**config.mk**
```make
export PLATFORM = sky130hd
export DESIGN_NAME = nested_sweep_seq
export DESIGN_NICKNAME = d
export VERILOG_FILES = /design/src/rtl/nsweep_pkg.sv /design/src/rtl/nsweep_path.sv /design/src/rtl/nsweep_ctrl.sv /design/src/rtl/nested_sweep_seq.sv
export SDC_FILE = /design/constraint.sdc
export NUM_CORES = 1
export LEC_CHECK = 0
export BUFFER_PORTS_ARGS = -buffer_cell sky130_fd_sc_hd__buf_2
export CAP_MARGIN = 5
export CORE_AREA = 3 3 40 42
export CTS_CLUSTER_SIZE = 20
export DETAILED_ROUTE_END_ITERATION = 16
export DIE_AREA = 0 0 43 45
export MAX_ROUTING_LAYER = met4
export PLACE_DENSITY_LB_ADDON = 0.1
export SETUP_SLACK_MARGIN = 0.02
export SYNTH_ARGS = -nofsm -noshare
export SYNTH_HDL_FRONTEND = slang
export SYNTH_SLANG_ARGS = --single-unit
```
**constraint.sdc**
```tcl
create_clock -name clk -period 1.55 [get_ports clk]
set_clock_uncertainty 0.05 [all_clocks]
set_input_delay 0.2325 -clock clk [delete_from_list [all_inputs] [get_ports clk]]
set_output_delay 0.2325 -clock clk [all_outputs]
set_load 0.01 [all_outputs]
```
**src/rtl/nsweep_pkg.sv**
```systemverilog
package nsweep_pkg;
  typedef enum logic [1:0] {
    ST_IDLE  = 2'd0,
    ST_LEAD  = 2'd1,
    ST_SWEEP = 2'd2
  } seqState_t;

  // strobes issued by the control to the index datapath
  typedef struct packed {
    logic clearIdx;   // zero both indices (run launch)
    logic bumpInner;  // advance sweep index
    logic bumpOuter;  // advance group index, rewind sweep index
  } pathCmd_t;
endpackage

```
**src/rtl/nsweep_path.sv**
```systemverilog
module nsweep_path
  import nsweep_pkg::*;
#(
  parameter int WIDTH = 3
) (
  input  logic             clk,
  input  logic             rst_n,
  input  pathCmd_t         cmd,
  input  logic             showAny,
  input  logic             showLead,
  output logic             innerMax,
  output logic             outerMax,
  output logic [WIDTH-1:0] vecOut,
  output logic [WIDTH-1:0] groupIdx
);
  localparam logic [WIDTH-1:0] ONE = {{(WIDTH-1){1'b0}}, 1'b1};

  logic [WIDTH-1:0] outerIdx;
  logic [WIDTH-1:0] innerIdx;

  always_ff @(posedge clk or negedge rst_n) begin
    if (!rst_n) begin
      outerIdx <= '0;
      innerIdx <= '0;
    end else if (cmd.clearIdx) begin
      outerIdx <= '0;
      innerIdx <= '0;
    end else if (cmd.bumpOuter) begin
      outerIdx <= outerIdx + ONE;
      innerIdx <= '0;
    end else if (cmd.bumpInner) begin
      innerIdx <= innerIdx + ONE;
    end
  end

  assign innerMax = &innerIdx;
  assign outerMax = &outerIdx;
  assign groupIdx = outerIdx;

  always_comb begin
    if (!showAny)      vecOut = '0;
    else if (showLead) vecOut = outerIdx;
    else               vecOut = innerIdx;
  end

  // group number steps by exactly one on a group change
  p_outer_step_r4: assert property (@(posedge clk) disable iff (!rst_n)
    (cmd.bumpOuter && !cmd.clearIdx) |=> (outerIdx == $past(outerIdx) + ONE) && (innerIdx == '0));

  // sweep index only counts up by one
  p_inner_step_r3: assert property (@(posedge clk) disable iff (!rst_n)
    (cmd.bumpInner && !cmd.bumpOuter && !cmd.clearIdx) |=> innerIdx == $past(innerIdx) + ONE);

  // group index never wraps within a run
  p_no_wrap_r5: assert property (@(posedge clk) disable iff (!rst_n)
    cmd.bumpOuter |-> !outerMax);
endmodule

```
**src/rtl/nsweep_ctrl.sv**
```systemverilog
module nsweep_ctrl
  import nsweep_pkg::*;
(
  input  logic     clk,
  input  logic     rst_n,
  input  logic     startReq,
  input  logic     readyIn,
  input  logic     innerMax,
  input  logic     outerMax,
  output pathCmd_t cmd,
  output logic     busy,
  output logic     leadPhase,
  output logic     finalBeat
);
  seqState_t stateQ, stateD;

  always_ff @(posedge clk or negedge rst_n) begin
    if (!rst_n) stateQ <= ST_IDLE;
    else        stateQ <= stateD;
  end

  always_comb begin
    stateD = stateQ;
    cmd    = '0;
    unique case (stateQ)
      ST_IDLE: begin
        if (startReq) begin
          stateD       = ST_LEAD;
          cmd.clearIdx = 1'b1;
        end
      end
      ST_LEAD: begin
        if (readyIn) stateD = ST_SWEEP;
      end
      ST_SWEEP: begin
        if (readyIn) begin
          if (!innerMax) begin
            cmd.bumpInner = 1'b1;
          end else if (outerMax) begin
            stateD = ST_IDLE;
          end else begin
            cmd.bumpOuter = 1'b1;
            stateD        = ST_LEAD;
          end
        end
      end
      default: stateD = ST_IDLE;
    endcase
  end

  assign busy      = (stateQ != ST_IDLE);
  assign leadPhase = (stateQ == ST_LEAD);
  assign finalBeat = (stateQ == ST_SWEEP) && innerMax && outerMax;

  // nothing moves on a stalled cycle
  p_stall_freeze_r6: assert property (@(posedge clk) disable iff (!rst_n)
    (busy && !readyIn) |-> (stateD == stateQ) && (cmd == '0));

  // a start request inside a run issues no index clear
  p_start_ignored_r8: assert property (@(posedge clk) disable iff (!rst_n)
    busy |-> !cmd.clearIdx);
endmodule

```
**src/rtl/nested_sweep_seq.sv**
```systemverilog
module nested_sweep_seq
  import nsweep_pkg::*;
#(
  parameter int WIDTH = 3
) (
  input  logic             clk,
  input  logic             rst_n,
  input  logic             startReq,
  input  logic             readyIn,
  output logic [WIDTH-1:0] vecOut,
  output logic             vecValid,
  output logic             groupFirst,
  output logic [WIDTH-1:0] groupIdx,
  output logic             runDone
);
  pathCmd_t cmd;
  logic     busy, leadPhase, finalBeat, innerMax, outerMax;

  nsweep_ctrl u_ctrl (
    .clk      (clk),
    .rst_n    (rst_n),
    .startReq (startReq),
    .readyIn  (readyIn),
    .innerMax (innerMax),
    .outerMax (outerMax),
    .cmd      (cmd),
    .busy     (busy),
    .leadPhase(leadPhase),
    .finalBeat(finalBeat)
  );

  nsweep_path #(.WIDTH(WIDTH)) u_path (
    .clk     (clk),
    .rst_n   (rst_n),
    .cmd     (cmd),
    .showAny (busy),
    .showLead(leadPhase),
    .innerMax(innerMax),
    .outerMax(outerMax),
    .vecOut  (vecOut),
    .groupIdx(groupIdx)
  );

  assign vecValid   = busy;
  assign groupFirst = leadPhase;
  assign runDone    = finalBeat && readyIn;

  // held outputs while stalled
  p_hold_r6: assert property (@(posedge clk) disable iff (!rst_n)
    (vecValid && !readyIn) |=> vecValid && $stable(vecOut) && $stable(groupFirst) && $stable(groupIdx));

  // run ends right after the done pulse
  p_done_ends_r7: assert property (@(posedge clk) disable iff (!rst_n)
    runDone |=> !vecValid);

  // done only with the all-ones sweep vector of the all-ones group
  p_done_value_r7: assert property (@(posedge clk) disable iff (!rst_n)
    runDone |-> vecValid && !groupFirst && (&vecOut) && (&groupIdx));

  // leading vector mirrors the group number
  p_lead_value_r3: assert property (@(posedge clk) disable iff (!rst_n)
    (vecValid && groupFirst) |-> vecOut == groupIdx);

  // launch presents group zero's leading vector
  p_launch_r2: assert property (@(posedge clk) disable iff (!rst_n)
    (!vecValid && startReq) |=> vecValid && groupFirst && (vecOut == '0) && (groupIdx == '0));
endmodule

```
# After elaboration in Yosys (flattened, before gate mapping)
# Index checks and enable logic that the tools add are counted.
# op_classes
add_sub_neg	2
n_mul	0
div	0
n_lt_le_gt_ge	0
n_eq_ne	6
n_shift	0
muxes	20
bitwise_logic	0
n_reduce_logical	10
# op_table
operator	n
$mux W3	7
$mux W2	6
$add A3 B1 Y3 const B	2
$mux W1	6
$ne A2 B2 Y1 const B	3
$pmux W2 S3	1
$reduce_and A3 Y1	2
$reduce_and A4 Y1	1
$reduce_bool A2 Y1	2
$logic_and A1 B1 Y1	3
$reduce_bool A3 Y1	1
$eq A2 B1 Y1 const B	1
$eq A2 B2 Y1 const B	1
$logic_not A2 Y1	1
$ne A2 B1 Y1 const B	1
# word_totals
register_bits	8
latch_bits	0
ramBits	0
mem_bits_ro	0
inputBits	4
wordCells	41
n_memories	0

# Depth between registers and ports, before layout
# Gate-level depths: netlist (run 1).
# logic_depth
ltp_word	8
depth_mapped	5

# Modules after synthesis
# A second synthesis (run 1) with hierarchy kept.
# unflattened
cells_unflattened	46
area_unflattened_um2	496.7
# modules_own_cells
module	instances	cells_each	area_each_um2	seq_area_each_um2
nsweep_path	1	29	345.3	150.1
nsweep_ctrl	1	16	145.1	50.0
nested_sweep_seq	1	1	6.3	0.0

# Least setup slack after synthesis (run 1)
# No wires, ideal clock.
# synth_path
kind	reg-to-reg
startpoint	register u_path.outerIdx[0], in the netlist u_path.groupIdx[0]
endpoint	register u_path.innerIdx[0]
setup_time_ns	0.129
t_arrival_ns	1.354
setup_slack_ns	0.017
stages_incl_launch_ff	6
path_buffers	0
period_less_slack_ns	1.533
path_cell_list	dfrtp_1 ha_1 ha_1 nand4b_1 a21oi_1 nor2_1
# synth_via
elab_chain_len	7
word_cells_on_any_way	8
cone_classes	6 x mux; 2 x reduce/logical
# synth_rtl
element	line_no	rtl
from (decl)	nsweep_path.sv:18	logic [WIDTH-1:0] outerIdx;
from (signal assigned)	nsweep_path.sv:29	outerIdx <= outerIdx + ONE;
$reduce_and A3 Y1 (*)	nsweep_path.sv:37	assign outerMax = &outerIdx;
$mux W1 (*)	nsweep_ctrl.sv:39	end else if (outerMax) begin
$mux W1 (*)	nsweep_ctrl.sv:37	if (!innerMax) begin
$mux W2 (*)	nsweep_ctrl.sv:36	if (readyIn) begin
$mux W2 (*)	nsweep_ctrl.sv:25	unique case (stateQ)
$mux W3	nsweep_path.sv:28	end else if (cmd.bumpOuter) begin
$mux W3	nsweep_path.sv:25	end else if (cmd.clearIdx) begin
to (signal assigned)	nsweep_path.sv:32	innerIdx <= innerIdx + ONE;
to (decl)	nsweep_path.sv:19	logic [WIDTH-1:0] innerIdx;
# Every way passes the cells marked *; elsewhere a longest branch is shown, timed or not.
# A chain may end at the register's enable or synchronous reset.

# Worst setup path in the final report (run 1)
# layout_path
startpoint	register u_path.innerIdx[1]
endpoint	output port runDone
# layout_via
elab_chain_len	4
# layout_rtl
element	line_no	rtl
$reduce_and A3 Y1	nsweep_path.sv:36	assign innerMax = &innerIdx;
$logic_and A1 B1 Y1 (2 in a row)	nsweep_ctrl.sv:53	assign finalBeat = (stateQ == ST_SWEEP) && innerMax && outerMax;
$logic_and A1 B1 Y1	nested_sweep_seq.sv:46	assign runDone = finalBeat && readyIn;
to (decl)	nested_sweep_seq.sv:14	output logic runDone
# No other way between the ends.

==> impl_metrics.yaml, run 1 <==
setup_path:
  reg2reg_from: "u_path.innerIdx[1]$_DFFE_PN0P_"
  end_kind: "output pin"
  critical_path_arrival_ns: 1.45
  startpoint_type: "flop"
  r2r_slack_ns: -0.07
  cp.required_ns: 1.27
  worstSetupPathType: "flop to output pin"
  critPathLaunch: "u_path.innerIdx[1]$_DFFE_PN0P_"
  cp_max_fo: 2
route:
  routed_wl_um: 1205
  ant_nets: 0
  drt_iter0_markers: 3
  drc_errors: 0
  vias_per_cell: 5.205
  routedWlPerCell_um: 13.69
  num_vias: 458
  dr.pass1.iters: 5
logic_synthesis:
  async_reset_ff_share_pct: 100.0
  syn-instance-count: 47
  yosys.area.top_type: "dfrtp_1"
  ys_top_cells_by_area: "dfrtp_1, ha_1, mux2i_1"
  yosys_warnings: 0
  synth_ff_type: "dfrtp_1"
  syn_area_per_cell_um2: 10.54
  yosysSeqAreaShare_pct: 40.40
  synth_area_um2: 495.5
  synthesis.nets: 55
  yosys.cell_types.count: 23
  ys_seq_elements: 8
  netlist.area_leader.share_pct: 40.40
  yosysMostFrequentCell: "dfrtp_1"
  synth_edf_count: 0
  synth.top_cells.by_count: "dfrtp_1, nand2_1, ha_1"
sta:
  setup_slack_ns: -0.1779
  hold_viol: 0
  finalSetupViolations: 7
  min_period_ns: 1.728
  timing.fmax_ghz: 0.5787
  tightest_slew_ns: 0.2265
  drv_slew: 0
  timing.final.crit_share_pct: 111.5
  relSlewSlack_pct: 84.90
  grt_setup_unrepaired: "true"
grt:
  grt_pass1_vias: 435
  grt_overflow_total: 0
  grt_max_degree: 12
  grt_usage_pct: 14.09
  antenna_found_initial: 0
  grt_pass1_wl_um: 1842
cells_and_area:
  drive_above_1_share_pct: 54.79
  utilization_pct: 56.48
  antenna_cells: 0
  area_growth_pct: 46.46
  fin_nets: 83
placed_design:
  pre_cts_slack_ns: 0.01050
  place_hpwl_um: 807.9
  io_buffers: 12
  routabilityCongestion: 0.6881
run_status:
  status: "finished, violations left"
  violations: "setup timing"
flow_run:
  cap_violations: 0
hold_path:
  hp-start: "readyIn"
  hp-class: "primary input to flop"
floorplan:
  num_io_pins: 13
  die_w_um: 43
  floorplan.initialDensity_pct: 38.56
  rows: 13
  die_y_um: 45
  dieArea_um2: 1935
  core_area_um2: 1285
clock_network:
  clkTransAtPathRegs_ns: 0.06
  cts_num_sinks: 8
  clock_tree.buffer_depth: 2
  root_buffer: "clkbuf_4"
  tritoncts: "built"
  cts_buffers: 3
  insertion_delay_ns: 0.26
  htreeDepth: 1
power:
  power.density_nw_per_um2: 1148
  p_leak_uw: 0.0003700
  vdd_drop_max_v: 0.0005514
[power by group]
part / leakage [uW] / internal, uW / switching (uW) / total [uW]
Combinational: 0.000251 / 183 / 159 / 342
Sequential: 0.000106 / 258 / 62.2 / 321
Clock: 0.0000138 / 89.3 / 81.0 / 170
Total: 0.000370 / 531 / 302 / 833
[worst max-delay path, stage by stage, from the launching register on]
cell and delay, ns:
dfrtp_1 0.39, ha_2 0.20, ha_4 0.16, and4b_4 0.19
and2_4 0.14, buf_6 0.11
[flip-flops by register name, indices dropped and copies added, names as in the netlist]
| name | flops |
|---|---|
| u_path.groupIdx | 3 |
| u_ctrl.stateQ | 2 |
| u_path.innerIdx | 3 |
[path summary, 6_finish.rpt]
| kind | end | cells past startpoint |
|---|---|---|
| hold reg to reg | u_path.groupIdx[0]$_DFFE_PN0P_ | 2 |
| hold / removal | u_ctrl.stateQ[1]$_DFFE_PN0P_ | 3 |
| setup / recovery | runDone | 5 |
| setup reg to reg | u_path.innerIdx[2]$_DFFE_PN0P_ | 6 |
| max in group asynchronous | u_ctrl.stateQ[0]$_DFFE_PN0P_ | 2 |
| min in group asynchronous | u_path.innerIdx[2]$_DFFE_PN0P_ | 2 |
[kinds of logic after synthesis]
family / share of synthesized area, %
compound gates: 9.849
xor+xnor: 1.768
flops: 40.40
mux: 6.061
fa+ha+maj: 10.10
buf+inv: 3.786
simple gates: 28.03
[final cells by class]
cell class,count,area (um2)
multi-input cells,36,310.3
well taps,15,18.77
clock buffers,3,22.52
inverters,1,3.754
fillers,124,559.3
flip-flops and latches,8,202.7
repair buffers,25,167.7
[what timing repair did]
| action | in CTS | in global routing |
|---|---|---|
| hold buffers | 1 | 0 |
| endpoints found under the setup margin | 7 | 11 |
| resized for setup | 10 | 4 |
| pin swaps | 2 | 6 |
| endpoints found under the hold margin | 8 | 0 |
| buffers inserted | 2 | 4 |
[layer usage]
metal	wire (um)	track usage, %	up-vias
met2	560	19.76	16
met1	537	16.26	218
li1	-	-	219
met4	40	10.84	0
met3	67	5.179	5
met5	0	-	-
[per-stage QoR]
step / hold WS (ns) / cell area [um2] / cells / power [uW] / setup TNS [ns]
2_1_floorplan: -0.1131 / 499.2 / 47 / 515.6 / 0
3_3_place_gp: 0.04178 / 623.1 / 80 / 619.8 / 0
3_5_place_dp: 0.04306 / 623.1 / 80 / 618.5 / 0
4_1_cts: 0.1735 / 708.2 / 86 / 825.5 / -0.3074
5_1_grt: 0.1892 / 725.7 / 88 / 902.1 / -0.8202
6_report: 0.1842 / 725.7 / 88 / 833.2 / -0.4384
[placed cells by master, fill, tap and decap left out, types with 2 or more instances in the layout]
master,n
nand2_1,6
buf_6,2
ha_2,3
nor2_1,3
dfrtp_2,2
mux2i_1,3
dfrtp_1,6
clkbuf_4,3
o21ai_1,2
buf_2,11
buf_4,10
a22o_1,3
nor2b_4,2
nand3b_1,3
No activity file was read; power rests on OpenSTA's default activity.
==> run 2: changes to the inputs <==
--- a/config.mk
+++ b/config.mk
@@ -13,7 +13,7 @@
 export DIE_AREA = 0 0 43 45
 export MAX_ROUTING_LAYER = met4
 export PLACE_DENSITY_LB_ADDON = 0.1
-export SETUP_SLACK_MARGIN = 0.02
+export SETUP_SLACK_MARGIN = 0.3
 export SYNTH_ARGS = -nofsm -noshare
 export SYNTH_HDL_FRONTEND = slang
 export SYNTH_SLANG_ARGS = --single-unit
==> run 2 against run 1 <==
Against the previous run:
- the flow still finishes with violations (setup timing)
- power grew 24%
- hold slack better by 0.0066 ns
- worst setup slack got worse by 0.0014 ns
- register-to-register slack lost 0.02 ns
- final cell count increased by 5.7%
- design area rose by 12%
- first-iteration DRC count unchanged
- combinational power rose by 63%
==> impl_metrics.yaml, run 2 (synthesis gave the netlist of run 1 again) <==
floorplan:
  floorplan.initialDensity_pct: 38.56
  core_area_um2: 1285
  num_io_pins: 13
  die_w_um: 43
  dieArea_um2: 1935
  die_y_um: 45
  rows: 13
setup_path:
  worstSetupPathType: "flop to output pin"
  end_kind: "output pin"
  cp.required_ns: 1.27
  slowest_delay_ns: 0.39
  slowest_stage: "dfrtp_1"
  path_cells: "ha_2, ha_4, and4b_4, and2_4, buf_6"
  cp_max_fo: 3
  critical_path_arrival_ns: 1.45
  startpoint_type: "flop"
  r2r_slack_ns: -0.09
sta:
  timing.final.crit_share_pct: 111.6
  whs_ns: 0.1908
  setup_slack_ns: -0.1793
  finalSetupViolations: 7
  tightest_slew_ns: 0.2283
  min_period_ns: 1.729
  hold_viol: 0
  grt_setup_unrepaired: "true"
  relSlewSlack_pct: 84.78
  drv_slew: 0
  timing.fmax_ghz: 0.5783
grt:
  grt_usage_pct: 14.43
  grt_max_degree: 9
  grt_pass1_vias: 441
  grt_overflow_total: 0
  grt_pass1_wl_um: 1952
  antenna_found_initial: 0
cells_and_area:
  drive_above_1_share_pct: 58.97
  utilization_pct: 63.00
  area_growth_pct: 63.38
  mostFrequentLayoutCell: "buf_4"
  antenna_cells: 0
  n_fill_cell: 107
  final_cells: 93
  fin_nets: 88
  final_cell_mix: "buf_4, buf_2, buf_6"
route:
  routed_wl_um: 1285
  wl_met2_um: 623
  vias_per_cell: 4.968
  met3WireLength_um: 48
  num_vias: 462
  drt_iter0_markers: 3
  ant_nets: 0
  dr.pass1.iters: 4
  wl_met1_um: 593
  drc_errors: 0
  routedWlPerCell_um: 13.82
  top_layer_used: "met4"
clock_network:
  htreeDepth: 1
  clkTransAtPathRegs_ns: 0.06
  insertion_delay_ns: 0.26
  root_buffer: "clkbuf_4"
  cts_buffers: 3
  clock_tree.buffer_depth: 2
  cts_num_sinks: 8
  tritoncts: "built"
hold_path:
  hp-class: "primary input to flop"
run_status:
  violations: "setup timing"
  status: "finished, violations left"
placed_design:
  place_inst: 76
  routabilityCongestion: 0.6352
  place_hpwl_um: 872.3
  io_buffers: 12
flow_run:
  cap_violations: 0
power:
  power.density_nw_per_um2: 1278
  p_leak_uw: 0.0004039
  vdd_drop_max_v: 0.0006475
==> run 2: layout make-up <==
| cell class | instances | area, um2 | area share, % |
|---|---|---|---|
| repair buffers | 30 | 231.5 | 28.59 |
| multi-input cells | 36 | 330.3 | 40.80 |
| well taps | 15 | 18.77 | 2.318 |
| flip-flops and latches | 8 | 202.7 | 25.04 |
| clock buffers | 3 | 22.52 | 2.782 |
| inverters | 1 | 3.754 | 0.4637 |
==> run 2: report_power, final <==
part	switching, uW	internal (uW)	total [uW]
Clock	73.8	88.8	163
Sequential	57.8	259	316
Combinational	205	351	556
Total	337	698	1030
==> run 2: final timing paths <==
path / startpoint / to / cells past startpoint
setup reg to reg: u_path.innerIdx[0]$_DFFE_PN0P_ / u_path.innerIdx[2]$_DFFE_PN0P_ / 6
min in group asynchronous: rst_n / u_ctrl.stateQ[1]$_DFFE_PN0P_ / 2
hold reg to reg: u_path.groupIdx[0]$_DFFE_PN0P_ / u_path.groupIdx[0]$_DFFE_PN0P_ / 2
setup / recovery: u_path.innerIdx[0]$_DFFE_PN0P_ / runDone / 5
max in group asynchronous: rst_n / u_ctrl.stateQ[0]$_DFFE_PN0P_ / 2
hold / removal: readyIn / u_ctrl.stateQ[1]$_DFFE_PN0P_ / 3
==> run 2: critical path: cells and delay by family, from the launching register on <==
| family | cells | cell delay (ns) |
|---|---|---|
| fa+ha+maj | 2 | 0.36 |
| flops | 1 | 0.39 |
| simple gates | 2 | 0.33 |
| buf+inv | 1 | 0.11 |
==> run 2: stage by stage <==
stage	setup TNS [ns]	instance area (um2)	setup slack, ns	power (uW)
final	-0.4551	809.5	-0.1793	1035
after global routing	-0.9671	809.5	-0.2205	1108
after CTS	-0.2403	742.0	-0.1874	950.5
after detailed placement	0	625.6	0.02704	618.6
after global placement	0	625.6	0.02696	618.9
after floorplan	0	533.0	0.09116	524.7
==> run 2: per-layer routing <==
layer | track usage [%] | vias up
li1 | - | 231
met1 | 18.72 | 218
met2 | 22.75 | 10
met3 | 2.390 | 3
met4 | 5.422 | 0
met5 | - | -
==> run 2: what timing repair did <==
item | in CTS | in global routing
hold buffers | 1 | 0
endpoints found under the setup margin | 13 | 13
gates resized for setup | 11 | 4
setup buffers | 6 | 7
endpoints found under the hold margin | 8 | 0
pin swaps | 8 | 3
